--- src/rtl/flash_rd_pkg.sv ---
package flash_rd_pkg;
    localparam int ADDR_W = 24;
    localparam int DEV_W  = 2;
    localparam int MODE_W = 3;

    typedef struct packed {
        logic [ADDR_W-1:0] addr;
        logic [DEV_W-1:0]  dev;
        logic [MODE_W-1:0] mode;
    } flash_tgt_t;
endpackage

--- src/rtl/flash_rd_fifo.sv ---
module flash_rd_fifo #(
    parameter int DEPTH = 64,
    localparam int PTR_W = (DEPTH > 1) ? $clog2(DEPTH) : 1,
    localparam int LVL_W = $clog2(DEPTH + 1)
) (
    input  logic             clk,
    input  logic             rst_n,
    input  logic             clr,
    input  logic             push,
    input  logic [7:0]       push_data,
    input  logic             pop,
    output logic [7:0]       head,
    output logic [LVL_W-1:0] level,
    output logic             full
);
    typedef struct packed {
        logic [PTR_W-1:0] wp;
        logic [PTR_W-1:0] rp;
        logic [LVL_W-1:0] lvl;
    } fifo_st_t;

    fifo_st_t   st_q, st_d;
    logic [7:0] mem_q [DEPTH];
    logic       pop_ok;

    function automatic logic [PTR_W-1:0] bump(input logic [PTR_W-1:0] p);
        return (p == PTR_W'(DEPTH - 1)) ? '0 : p + 1'b1;
    endfunction

    assign pop_ok = pop && (st_q.lvl != '0);
    assign head   = mem_q[st_q.rp];
    assign level  = st_q.lvl;
    assign full   = (st_q.lvl == LVL_W'(DEPTH));

    always_comb begin
        st_d = st_q;
        if (clr) begin
            st_d = '0;
        end else begin
            if (push)   st_d.wp = bump(st_q.wp);
            if (pop_ok) st_d.rp = bump(st_q.rp);
            case ({push, pop_ok})
                2'b10:   st_d.lvl = st_q.lvl + 1'b1;
                2'b01:   st_d.lvl = st_q.lvl - 1'b1;
                default: st_d.lvl = st_q.lvl;
            endcase
        end
    end

    always_ff @(posedge clk or negedge rst_n) begin
        if (!rst_n) st_q <= '0;
        else        st_q <= st_d;
    end

    always_ff @(posedge clk) begin
        if (push && !clr) mem_q[st_q.wp] <= push_data;
    end

    a_r9_no_overflow: assert property (@(posedge clk) disable iff (!rst_n)
        push |-> (st_q.lvl != LVL_W'(DEPTH)));
    a_r10_empty_pop: assert property (@(posedge clk) disable iff (!rst_n)
        (st_q.lvl == '0 && !push) |=> (st_q.lvl == '0));
    a_r5_clear_empties: assert property (@(posedge clk) disable iff (!rst_n)
        clr |=> (level == '0));
endmodule

--- src/rtl/flash_rd_seq.sv ---
module flash_rd_seq
    import flash_rd_pkg::*;
#(
    parameter int MAX_LEN = 64,
    localparam int LEN_W = $clog2(MAX_LEN + 1)
) (
    input  logic             clk,
    input  logic             rst_n,
    input  logic             tgt_wr,
    input  flash_tgt_t       tgt_in,
    input  logic             cmd_wr,
    input  logic [LEN_W-1:0] cmd_len,
    input  logic             clr_wr,
    input  logic             fifo_full,
    input  logic             fl_valid,
    output logic             fl_req,
    output logic             take,
    output logic             fifo_clr,
    output logic             acc,
    output logic             err,
    output flash_tgt_t       xfer
);
    typedef struct packed {
        logic             busy;
        logic             err;
        logic [LEN_W-1:0] remain;
        flash_tgt_t       shadow;
        flash_tgt_t       xt;
    } seq_st_t;

    seq_st_t st_q, st_d;
    logic    len_ok;

    assign len_ok   = (cmd_len != '0) && (int'(cmd_len) <= MAX_LEN);
    assign fl_req   = st_q.busy && !fifo_full;
    assign take     = fl_req && fl_valid;
    assign fifo_clr = clr_wr && !st_q.busy;
    assign acc      = st_q.busy;
    assign err      = st_q.err;
    assign xfer     = st_q.xt;

    always_comb begin
        st_d = st_q;
        if (tgt_wr) st_d.shadow = tgt_in;
        if (cmd_wr) begin
            if (st_q.busy) begin
                st_d.err = 1'b1;
            end else if (len_ok) begin
                st_d.busy   = 1'b1;
                st_d.remain = cmd_len;
                st_d.xt     = st_q.shadow;
            end
        end
        if (take) begin
            st_d.remain = st_q.remain - 1'b1;
            if (st_q.remain == LEN_W'(1)) st_d.busy = 1'b0;
        end
    end

    always_ff @(posedge clk or negedge rst_n) begin
        if (!rst_n) st_q <= '0;
        else        st_q <= st_d;
    end

    a_r1_no_self_start: assert property (@(posedge clk) disable iff (!rst_n)
        (!acc && !cmd_wr) |=> !acc);
    a_r7_bad_len_noop: assert property (@(posedge clk) disable iff (!rst_n)
        (!acc && cmd_wr && !len_ok) |=> !acc);
    a_r2_target_held: assert property (@(posedge clk) disable iff (!rst_n)
        acc |=> $stable(xfer));
    a_r8_err_sticky: assert property (@(posedge clk) disable iff (!rst_n)
        err |=> err);
    a_r3_ends_on_last: assert property (@(posedge clk) disable iff (!rst_n)
        (take && st_q.remain == LEN_W'(1)) |=> !acc);
endmodule

--- src/rtl/flash_cmd_reader.sv ---
module flash_cmd_reader
    import flash_rd_pkg::*;
#(
    parameter int MAX_LEN = 64,
    parameter int DEPTH   = 64,
    localparam int LEN_W  = $clog2(MAX_LEN + 1),
    localparam int LVL_W  = $clog2(DEPTH + 1)
) (
    input  logic              clk,
    input  logic              rst_n,
    input  logic              tgt_wr,
    input  logic [ADDR_W-1:0] tgt_addr,
    input  logic [DEV_W-1:0]  tgt_dev,
    input  logic [MODE_W-1:0] tgt_mode,
    input  logic              cmd_wr,
    input  logic [LEN_W-1:0]  cmd_len,
    input  logic              clr_wr,
    output logic              busy,
    output logic              cmd_acc,
    output logic              cmd_err,
    output logic [LVL_W-1:0]  rx_level,
    input  logic              pop,
    output logic [7:0]        pop_data,
    output logic              fl_req,
    input  logic              fl_valid,
    input  logic [7:0]        fl_data,
    output logic [ADDR_W-1:0] fl_addr,
    output logic [DEV_W-1:0]  fl_dev,
    output logic [MODE_W-1:0] fl_mode
);
    flash_tgt_t tgt_in, xfer;
    logic       take, fifo_clr, fifo_full;

    assign tgt_in = '{addr: tgt_addr, dev: tgt_dev, mode: tgt_mode};

    flash_rd_seq #(.MAX_LEN(MAX_LEN)) u_seq (
        .clk(clk), .rst_n(rst_n),
        .tgt_wr(tgt_wr), .tgt_in(tgt_in),
        .cmd_wr(cmd_wr), .cmd_len(cmd_len), .clr_wr(clr_wr),
        .fifo_full(fifo_full), .fl_valid(fl_valid),
        .fl_req(fl_req), .take(take), .fifo_clr(fifo_clr),
        .acc(cmd_acc), .err(cmd_err), .xfer(xfer)
    );

    flash_rd_fifo #(.DEPTH(DEPTH)) u_fifo (
        .clk(clk), .rst_n(rst_n),
        .clr(fifo_clr), .push(take), .push_data(fl_data),
        .pop(pop), .head(pop_data), .level(rx_level), .full(fifo_full)
    );

    // Only one access source exists here; busy is the OR of all sources.
    assign busy    = cmd_acc;
    assign fl_addr = xfer.addr;
    assign fl_dev  = xfer.dev;
    assign fl_mode = xfer.mode;

    a_r6_clear_blocked: assert property (@(posedge clk) disable iff (!rst_n)
        (busy && clr_wr && !pop) |=> (rx_level >= $past(rx_level)));
endmodule

--- config.mk ---
export PLATFORM = sky130hd
export DESIGN_NAME = flash_cmd_reader
export DESIGN_NICKNAME = d
export VERILOG_FILES = /design/src/rtl/flash_rd_pkg.sv /design/src/rtl/flash_rd_fifo.sv /design/src/rtl/flash_rd_seq.sv /design/src/rtl/flash_cmd_reader.sv
export SDC_FILE = /design/constraint.sdc
export NUM_CORES = 1
export LEC_CHECK = 0
export BUFFER_PORTS_ARGS = -buffer_cell sky130_fd_sc_hd__buf_2
export CAP_MARGIN = 20
export CORE_UTILIZATION = 45
export DETAILED_ROUTE_END_ITERATION = 8
export MAX_ROUTING_LAYER = met4
export SETUP_SLACK_MARGIN = 0.05
export SLEW_MARGIN = 5
export SYNTH_ARGS = -nofsm -noshare
export SYNTH_HDL_FRONTEND = slang
export SYNTH_SLANG_ARGS = --single-unit
--- constraint.sdc ---
create_clock -name clk -period 4.2 [get_ports clk]
set_input_delay 0.84 -clock clk [delete_from_list [all_inputs] [get_ports clk]]
set_output_delay 0.84 -clock clk [all_outputs]
set_load 0.01 [all_outputs]
==> impl_metrics.ini <==
[finish]
final_core_util = 0.528
antennaDiodeCount = 0
finalNetCount = 1552
area_growth_syn_to_layout_pct = 15.2
drive_gt1_frac = 0.319

[clock_tree]
insertion_delay_ns = 0.62
clk_pin_slew_worst_paths_ns = 0.06
cts_hold_buffers = 0
ctsRootBufferMaster = sky130_fd_sc_hd__clkbuf_16
max-clock-path-buffers = 3
clock_sinks = 598
cts_tree = built
tritoncts.num_buffers = 60
cts_max_level = 2

[timing]
period_minus_slack_ns = 4.09
worstMarginPinSlew_ns = 1.01
unrepaired_setup_endpoints_after_global_routing = yes
achievable-frequency_mhz = 245
timing.setup.tns_ns = 0
timing.clock.skew_ns = 0.0198
finalMaxSlewViolations = 0
timing.hold.ws_ns = 0.312
post-route-worst-setup-slack_ns = 0.111
setup_viol_count_final = 0
relSlewSlack = 0.327
post-route-period-util = 0.974
final-hold-violation-count = 0

[synth]
main_combinational_cell_family_by_area_after_synthesis = multiplexers
postSynth.asyncResetShare = 0.144
synthTopCellsByCount = 512 x sky130_fd_sc_hd__edfxtp_1, 104 x sky130_fd_sc_hd__nor2_1, 99 x sky130_fd_sc_hd__mux4_2, 86 x sky130_fd_sc_hd__dfrtp_1, 59 x sky130_fd_sc_hd__mux2_2
seq_area_frac_synth = 0.725
synth_area_per_inst_sq_um = 18.3
yosys_warnings = 0
post-synth-top-count-cell = sky130_fd_sc_hd__edfxtp_1
syn_inst = 1319
yosys.area_share.xor_xnor = 0.00362
post_synth_main_area_contributors = sky130_fd_sc_hd__edfxtp_1 64%, sky130_fd_sc_hd__mux4_2 9.2%, sky130_fd_sc_hd__dfrtp_1 8.9%
synth.ff_latch_count = 598
synth.largest_area_cell = sky130_fd_sc_hd__edfxtp_1
synth-compound-area-share = 0.0447
synth_mux_area_frac = 0.152
synth_cell_types = 65
synth_adder_area_share = 0.00414
number_of_enable_type_register_cells_in_the_synthesized_netlist = 512
yosys.area_share.simple = 0.0397
synthFlopType = sky130_fd_sc_hd__edfxtp_1
synth.net_count = 1378
synthesis.area_sq_mm = 0.0242
synth_top_area_share = 0.636

[worst_setup_path]
worst_setup_path_start_kind = flip-flop
cp_max_fo = 6
timing_worst_setup_path_type = reg -> out
timing.critical_path.cells = buf_12 > buf_4 > mux4_2 > and2_1 > a2111oi_1 > buf_4 > a2111oi_0 > buf_4 > a211o_1 > buf_2
timing.critical_path.arrival_ns = 3.25
cpMaxStageDelayCell = sky130_fd_sc_hd__dfrtp_4
cp_num_buf_inv = 5
endpoint_kind = output pin
crit_path_max_incr_delay_ns = 0.48
worst_ep_required_time_ns = 3.36
path_delay_family = buffers and inverters
crit_path_frequent_cell = sky130_fd_sc_hd__buf_4

[run_status]
run_status = completed

[global_routing]
grt_start_max_net_pins = 62
first_pass_grt_wire_length_um = 84000
remaining_global_route_overflow = 0
number_of_global_route_vias_before_repair = 13100
track_usage = 0.218
number_of_antenna_violations_at_the_first_check_in_global_routing = 0

[floorplan]
ioPinCount = 99
floorplan.initialDensity = 0.458
fp.dieH_um = 234
die_area_sq_mm = 0.0546
die_w_um = 234
floorplan.core_area_sq_mm = 0.0528
rows = 84

[routing]
route.final.wire_length_um = 55700
routed_wire_length_per_instance_um = 25.0
via_count = 12700
initialDrtViolationCount = 1002
drt_drc_violations_left = 0
drtAntennaViolNets = 0
routed_via_density = 5.70
detail_route.first_pass.iterations = 7

[pwr]
internal_power_w = 0.0123
power.share.switching = 0.313
power.static_leakage_nw = 9.67
power_frac_clock = 0.287
power_frac_comb = 0.305
power.switching_w = 0.00560
power.sequential.fraction = 0.408
p_per_area_mw_per_mm2 = 643
peakVddDrop_mv = 0.335

[placement]
portBuffers = 98
pre_cts_ws_ns = 0.387
hpwl_after_dpl_um = 35800
gpl.final_weighted_congestion = 0.810

[worst_hold_path]
hp-class = in -> async

[run]
drv_cap = 0
==> final cells by class <==
class,count,area (sq um)
clock buffers,82,1650
clock inverters,30,243
fillers,4251,24900
inverters,15,56.3
multi-input cells,592,5950
flip-flops and latches,598,17500
well taps,688,861
repair buffers,226,1550
==> through the flow <==
stage / cells / area [sq um] / total power [W]
6_report: 2231 / 27800 / 0.0179
5_1_grt: 2231 / 27800 / 0.0187
4_1_cts: 2229 / 27800 / 0.0180
3_5_place_dp: 2110 / 25800 / 0.0127
3_3_place_gp: 2110 / 25800 / 0.0126
2_1_floorplan: 1319 / 24200 / 0.0109
==> power by group through the flow <==
stage | logic, W | registers, W | clock network, W
6_report | 0.00545 | 0.00731 | 0.00514
5_1_grt | 0.00584 | 0.00737 | 0.00547
4_1_cts | 0.00540 | 0.00732 | 0.00524
3_5_place_dp | 0.00518 | 0.00749 | 0
3_3_place_gp | 0.00517 | 0.00747 | 0
2_1_floorplan | 0.00377 | 0.00717 | 0
==> kinds of logic (layout without fill, tap and decap cells) <==
family	after synthesis	after routing
AO/OA/AOI/OAI	151	151
XOR/XNOR	10	10
adder cells (fa/ha/maj)	8	8
buffers and inverters	129	353
flip-flops	598	598
multiplexers	214	214
AND/OR/NAND/NOR	209	209
==> layout by cell type (no fill, tap or decap), drive strengths merged, types with 29 or more instances in the layout <==
cell,count
a21oi,29
a22oi,34
buf,224
clkbuf,83
dfrtp,86
edfxtp,512
mux2,59
mux2i,43
mux4,112
nand2,31
nor2,104
==> per-layer routing <==
metal / share of wire / wire (um) / global-route usage
met5: 0 / 0 / -
met4: 0.029 / 1620 / 0.0682
met3: 0.056 / 3140 / 0.0347
met2: 0.48 / 26900 / 0.335
met1: 0.43 / 24000 / 0.301
==> repair_timing <==
| item | CTS | global route |
|---|---|---|
| pin swaps | 0 | 0 |
| resized for setup | 9 | 8 |
| setup buffers | 6 | 2 |
| gates cloned | 1 | 0 |
| setup endpoints to repair | 8 | 7 |
==> state kept, by name, indices dropped and copies added (netlist names) <==
| register | flops |
|---|---|
| u_fifo.mem_q | 512 |
| u_seq.st_q | 36 |
| u_fifo.level | 7 |
| u_fifo.st_q | 12 |
| u_seq.err | 1 |
| u_seq.xfer | 29 |
| u_seq.acc | 1 |
==> worst paths after layout <==
| kind | from | cells past startpoint | to | slack [ns] |
|---|---|---|---|---|
| max in group asynchronous | rst_n | 2 | u_seq.st_q[51] | 3.04 |
| min | rst_n | 1 | u_seq.st_q[52] | 0.31 |
| max | u_fifo.st_q[7] | 10 | pop_data[6] | 0.11 |
| min reg2reg | u_seq.err | 1 | u_seq.err | 0.46 |
| max reg2reg | u_fifo.level[2] | 11 | u_fifo.level[4] | 0.67 |
| min in group clk | tgt_addr[5] | 2 | u_seq.st_q[39] | 0.45 |
No activity file was read; power rests on OpenSTA's default activity.
